$ cat src/rtl/hdlc_rx_monitor_pkg.sv
package hdlc_rx_monitor_pkg;
  localparam int STAT_W    = 8;
  localparam int BYTE_BITS = 8;
  localparam int OCT_W     = $clog2(BYTE_BITS);
  localparam int STUFF_RUN = 5;
  localparam logic [7:0] FLAG_PAT = 8'b0111_1110;

  // status bit positions
  localparam int B_FLAG     = 0;
  localparam int B_DCD_LIVE = 1;
  localparam int B_DCD_CHG  = 2;
  localparam int B_IDLE     = 3;
  localparam int B_ABORT    = 4;
  localparam int B_CRC      = 5;
  localparam int B_NOCT     = 6;
  localparam int B_OVR      = 7;

  // datapath observations, already qualified by bitEn where relevant
  typedef struct packed {
    logic bitStep;
    logic flagHit;
    logic abortHit;
    logic idleHit;
    logic stuffZero;
    logic octLast;
    logic dcdEdge;
  } rxObs_t;

  // control strobes to the datapath
  typedef struct packed {
    logic cntClr;
    logic cntInc;
  } rxCtl_t;

  typedef enum logic [1:0] {HUNT, OPEN, FRAME} frameSt_t;
endpackage

$ cat src/rtl/hdlc_rx_datapath.sv
module hdlc_rx_datapath
  import hdlc_rx_monitor_pkg::*;
#(
  parameter int IDLE_RUN  = 15,
  parameter int ABORT_RUN = 7
) (
  input  logic   clk,
  input  logic   rstN,
  input  logic   bitEn,
  input  logic   rxBit,
  input  logic   dcdN,
  input  rxCtl_t ctl,
  output rxObs_t obs,
  output logic   dcdLive
);
  localparam int RUN_W = $clog2(IDLE_RUN + 1);
  localparam int PAT_W = $bits(FLAG_PAT);

  logic [PAT_W-1:0] shiftReg;
  logic [RUN_W-1:0] runCnt;
  logic [OCT_W-1:0] octCnt;
  logic dcdS1, dcdS2, dcdPrev;

  // raw line history and run of ones
  always_ff @(posedge clk) begin
    if (!rstN) begin
      shiftReg <= '1;
      runCnt   <= '0;
    end else if (bitEn) begin
      shiftReg <= {shiftReg[PAT_W-2:0], rxBit};
      if (!rxBit)
        runCnt <= '0;
      else if (runCnt != RUN_W'(IDLE_RUN))
        runCnt <= runCnt + 1'b1;
    end
  end

  // destuffed bit counter modulo one octet
  always_ff @(posedge clk) begin
    if (!rstN)
      octCnt <= '0;
    else if (ctl.cntClr)
      octCnt <= '0;
    else if (ctl.cntInc)
      octCnt <= (octCnt == OCT_W'(BYTE_BITS - 1)) ? '0 : octCnt + 1'b1;
  end

  // carrier detect synchronizer and edge history
  always_ff @(posedge clk) begin
    if (!rstN) begin
      dcdS1   <= 1'b1;
      dcdS2   <= 1'b1;
      dcdPrev <= 1'b1;
    end else begin
      dcdS1   <= dcdN;
      dcdS2   <= dcdS1;
      dcdPrev <= dcdS2;
    end
  end

  always_comb begin
    obs.bitStep   = bitEn;
    obs.flagHit   = bitEn && ({shiftReg[PAT_W-2:0], rxBit} == FLAG_PAT);
    obs.abortHit  = bitEn && rxBit && (runCnt == RUN_W'(ABORT_RUN - 1));
    obs.idleHit   = bitEn && rxBit && (runCnt >= RUN_W'(IDLE_RUN - 1));
    obs.stuffZero = bitEn && !rxBit && (runCnt == RUN_W'(STUFF_RUN));
    obs.octLast   = (octCnt == OCT_W'(BYTE_BITS - 1));
    obs.dcdEdge   = (dcdS2 != dcdPrev);
  end

  assign dcdLive = !dcdS2;
endmodule

$ cat src/rtl/hdlc_rx_status.sv
module hdlc_rx_status
  import hdlc_rx_monitor_pkg::*;
(
  input  logic              clk,
  input  logic              rstN,
  input  rxObs_t            obs,
  input  logic              dcdLive,
  input  logic              crcErrIn,
  input  logic              fifoOvfIn,
  input  logic              clrWe,
  input  logic [STAT_W-1:0] clrData,
  input  logic [STAT_W-1:0] intEnMask,
  output rxCtl_t            ctl,
  output logic [STAT_W-1:0] status,
  output logic              irq
);
  frameSt_t frameSt, frameNext;
  logic [STAT_W-1:0] latched, setVec, clrVec, irqVec;
  logic abortArm, armSet;

  // frame tracking and set events
  always_comb begin
    frameNext = frameSt;
    setVec    = '0;
    armSet    = 1'b0;
    ctl       = '0;
    setVec[B_DCD_CHG] = obs.dcdEdge;
    setVec[B_CRC]     = crcErrIn;
    setVec[B_OVR]     = fifoOvfIn;
    setVec[B_IDLE]    = obs.idleHit;
    if (obs.flagHit) begin
      setVec[B_FLAG] = 1'b1;
      setVec[B_NOCT] = (frameSt == FRAME) && !obs.octLast;
      frameNext      = OPEN;
      ctl.cntClr     = 1'b1;
    end else if (obs.abortHit) begin
      setVec[B_ABORT] = 1'b1;
      armSet          = (frameSt == FRAME);
      frameNext       = HUNT;
    end else if (obs.bitStep && frameSt != HUNT && !obs.stuffZero) begin
      ctl.cntInc = 1'b1;
      if (frameSt == OPEN && obs.octLast)
        frameNext = FRAME;
    end
  end

  assign clrVec = clrWe ? clrData : '0;

  always_ff @(posedge clk) begin
    if (!rstN) begin
      frameSt  <= HUNT;
      latched  <= '0;
      abortArm <= 1'b0;
    end else begin
      frameSt  <= frameNext;
      latched  <= (latched & ~clrVec) | setVec;
      abortArm <= (abortArm & ~clrVec[B_ABORT]) | armSet;
    end
  end

  always_comb begin
    status             = latched;
    status[B_DCD_LIVE] = dcdLive;
    irqVec             = latched & intEnMask;
    irqVec[B_DCD_LIVE] = 1'b0;
    irqVec[B_ABORT]    = abortArm & intEnMask[B_ABORT];
  end

  assign irq = |irqVec;
endmodule

$ cat src/rtl/hdlc_rx_monitor.sv
module hdlc_rx_monitor
  import hdlc_rx_monitor_pkg::*;
#(
  parameter int IDLE_RUN  = 15,
  parameter int ABORT_RUN = 7
) (
  input  logic              clk,
  input  logic              rstN,
  input  logic              bitEn,
  input  logic              rxBit,
  input  logic              dcdN,
  input  logic              crcErrIn,
  input  logic              fifoOvfIn,
  input  logic              clrWe,
  input  logic [STAT_W-1:0] clrData,
  input  logic [STAT_W-1:0] intEnMask,
  output logic [STAT_W-1:0] status,
  output logic              irq
);
  rxObs_t obs;
  rxCtl_t ctl;
  logic   dcdLive;

  hdlc_rx_datapath #(.IDLE_RUN(IDLE_RUN), .ABORT_RUN(ABORT_RUN)) dp (
    .clk(clk), .rstN(rstN), .bitEn(bitEn), .rxBit(rxBit), .dcdN(dcdN),
    .ctl(ctl), .obs(obs), .dcdLive(dcdLive)
  );

  hdlc_rx_status st (
    .clk(clk), .rstN(rstN), .obs(obs), .dcdLive(dcdLive),
    .crcErrIn(crcErrIn), .fifoOvfIn(fifoOvfIn), .clrWe(clrWe),
    .clrData(clrData), .intEnMask(intEnMask), .ctl(ctl),
    .status(status), .irq(irq)
  );
endmodule

$ cat config.mk
export PLATFORM = sky130hd
export DESIGN_NAME = hdlc_rx_monitor
export DESIGN_NICKNAME = d
export VERILOG_FILES = /design/src/rtl/hdlc_rx_monitor_pkg.sv /design/src/rtl/hdlc_rx_datapath.sv /design/src/rtl/hdlc_rx_status.sv /design/src/rtl/hdlc_rx_monitor.sv
export SDC_FILE = /design/constraint.sdc
export NUM_CORES = 1
export LEC_CHECK = 0
export CAP_MARGIN = 30
export CORE_UTILIZATION = 50
export CTS_CLUSTER_DIAMETER = 40
export DETAILED_ROUTE_END_ITERATION = 10
export PLACE_DENSITY = 0.81
export SYNTH_ARGS = -nofsm -noshare
export SYNTH_HDL_FRONTEND = slang
export SYNTH_SLANG_ARGS = --single-unit
$ cat constraint.sdc
create_clock -name clk -period 2.97 [get_ports clk]
set_clock_uncertainty 0.15 [all_clocks]
set_input_delay 0.297 -clock clk [delete_from_list [all_inputs] [get_ports clk]]
set_output_delay 0.297 -clock clk [all_outputs]
set_load 0.03 [all_outputs]
==> results by group <==
Run status
  – Status: completed

Logic synthesis
  – Yosys reg bits: 27
  – Most frequent cell after synthesis: dfxtp_1
  – Adder-cell share of the synthesized area: roughly 5.2%
  – Mean area per synthesized cell: 9.47 sq um
  – Synth Area in Compound Gates: 13.1%
  – Top cell type's share of synthesized area: between 40% and 50%
  – Synth unique cells: 36
  – Main area contributors after synthesis: dfxtp_1 (45%), nand2_1 (6.9%), mux2i_1 (6.7%)
  – Cell Area, Synth: about 0.0012 sq mm
  – Ys flop type: dfxtp_1
  – Post-Synthesis Cells: approximately 130
  – Ys Warns: 0
  – Post-Synth XOR/XNOR Area: ~1.5%
  – Sequential share of the synthesized area: approximately 45%
  – Post-synth ARST share: 0%
  – Yosys top cell by area: dfxtp_1
  – Syn nets: 156
  – Top cells by instance count after synthesis: dfxtp_1 (27), nand2_1 (22), mux2i_1 (8)
  – Mux contribution to synthesized area: ~6.7%
  – Fraction of the mapped netlist area in simple logic gates: between 20% and 30%
  – Number of flops mapped to enable cells by yosys: 0
  – Main combinational cell family by area after synthesis: simple AND/OR/NAND/NOR gates

Setup path
  – Required @ worst endpoint: 2.52 ns
  – Critical Path Start Type: primary input
  – WP buf/inv: 2
  – Crit Path Max Fanout: 1
  – Slowest CP cell: clkdlybuf4s50_1
  – Most used cell, CP: clkdlybuf4s50_1
  – CP Capture Type: output port
  – Worst-path cell chain: clkdlybuf4s50_1 -> a222oi_1 -> nand3_1 -> clkdlybuf4s50_1
  – CP max stage delay: between 0.6 and 0.7 ns
  – CP top delay family: buffers and inverters
  – Data arrival time of the critical path: between 1.5 and 2 ns
  – Crit Path Class: primary input to output port

Job
  – Max-Cap Viols: 0

Hold path
  – HP Class: flip-flop to flip-flop

STA
  – Slew margin rel.: approximately 68%
  – Final Slew Violations: 0
  – Minimum clock period: between 2 and 2.5 ns
  – Final setup TNS: 0 ns
  – Unrepaired setup endpoints after global routing: no
  – Final-report hold violation count: 0
  – Final setup vio count: 0
  – Peak Freq: about 450 MHz
  – Crit share post-route: approximately 75%
  – Actual slew at the worst max-slew pin: 0.477 ns

CTS
  – Post_cts resized: 0
  – CTS tree: built
  – Worst-path clk slew: about 0.15 ns
  – CTS buffer count: 3
  – Root buf cell: clkbuf_4
  – Post-CTS setup buffer count: 0
  – Clock Latency Late Sink: between 0.3 and 0.4 ns
  – Hold buffers post-CTS: 0
  – CTS max path bufs: 2
  – CTS Sinks: 27
  – H-tree depth: 1

Final layout
  – Layout area overhead: 29.3%
  – Non-filler cells, final: around 190
  – Fraction of layout cells with a size suffix above 1: under 10%
  – Design area: between 0.0015 and 0.002 sq mm
  – Fillers: 183
  – Core Util, Final: 69.6%
  – Fin nets: roughly 190
  – N_diodes: 0

Placement
  – Placed cells: 182
  – DP HPWL: approximately 1800 microns
  – GPL Wtd Cong: between 0.6 and 0.7
  – Port-buffer cells: 30
  – Area after DPL: approximately 0.0015 sq mm

Power and ir drop
  – Peak VDD IR: ~0.34 mV
  – Final Power: 611 uW
  – Cell Pwr Density: approximately 400 mW/mm^2
  – Leakage: slightly above 0.0006 uW

Die
  – Count of standard-cell rows: 17
  – Top Ports: 33
  – Die area: 0.00261 sq mm
  – Initial Utilization: a little over half
  – Std-Cell Core Area: 0.00223 sq mm
  – Die span in y: approximately 51 microns
  – Die W: approximately 50 microns

Route
  – Antenna Nets Post-Route: 0
  – WL/cell: between 10 and 15 microns
  – Vias per cell: around 5.5
  – Drt first pass iters: 6
  – DRT iter0 DRCs: 26
  – Drt total wl: between 2000 and 2500 microns
  – Drt drc: 0
  – DR vias: approximately 1,000

Global routing
  – Tot GR Track Use: a little under a fifth
  – First-pass GRT wire length: approximately 3800 microns
  – Largest net degree at the start of global routing: 17
  – Initial antenna violation count: 0
  – Vias in the first global route: 937
  – Grt total ovfl: 0
layout make-up:
class | count | area [sq um] | area share [%]
clock buffers | 3 | 22.5 | 1.45
clock inverters | 1 | 7.51 | 0.483
inverters | 5 | 18.8 | 1.21
multi-input cells | 90 | 616 | 39.6
flip-flops and latches | 27 | 541 | 34.8
well taps | 28 | 35.0 | 2.25
repair buffers | 32 | 315 | 20.3
worst paths after layout:
path                                   start      endpoint  slack [ns]  depth (start not counted)
worst max-delay path            intEnMask[0]           irq        0.76                          4
worst min-delay path                dp.dcdS1      dp.dcdS2        0.28                          1
worst max register to register  dp.runCnt[0]  dp.octCnt[0]        1.20                          6
worst min register to register      dp.dcdS1      dp.dcdS2        0.28                          1
cells in the final DEF, fill, tap and decap left out, drive strengths merged, types with 3 or more instances in the layout:
master,n
clkdlybuf4s50,30
dfxtp,27
nand2,22
mux2i,8
nand3,6
inv,5
a21boi,5
nor2b,5
ha,5
a21oi,5
nor2,4
o21ai,3
nand4b,3
clkbuf,3
nand4,3
nand2b,3
per-stage QoR:
step | hold slack, ns | setup WS (ns)
CTS | 0.286 | 0.759
floorplan | 0.220 | 1.40
global route | 0.309 | 0.724
global placement | 0.240 | 0.760
detailed placement | 0.248 | 0.774
finish | 0.282 | 0.756
power breakdown:
group | internal, uW | switching, uW
logic | 46.2 | 36.4
clock network | 51.3 | 103
registers | 369 | 5.14
metal layers:
| metal | vias to the layer above | part of all wire [%] | track usage (%) |
|---|---|---|---|
| li1 | 511 | - | - |
| met1 | 472 | 44 | 21.0 |
| met2 | 36 | 49 | 35.5 |
| met3 | 2 | 6.5 | 4.17 |
| met4 | 0 | 0.69 | 6.94 |
| met5 | - | 0 | 0 |
cell families (layout without fill, tap and decap cells):
group / after synthesis / after routing
AND/OR/NAND/NOR: 53 / 53
flip-flops: 27 / 27
AO/OA/AOI/OAI: 22 / 22
buffers and inverters: 10 / 41
multiplexers: 8 / 8
adder cells (fa/ha/maj): 5 / 5
XOR/XNOR: 2 / 2
flip-flops by register name, indices dropped and copies added, names as in the netlist:
register     flops
dp.dcdPrev       1
dp.runCnt        4
dp.dcdS2         1
st.abortArm      1
dp.shiftReg      7
dp.dcdS1         1
st.frameSt       2
dp.octCnt        3
st.latched       7
Note: power is estimated with default switching activity, not from simulation.
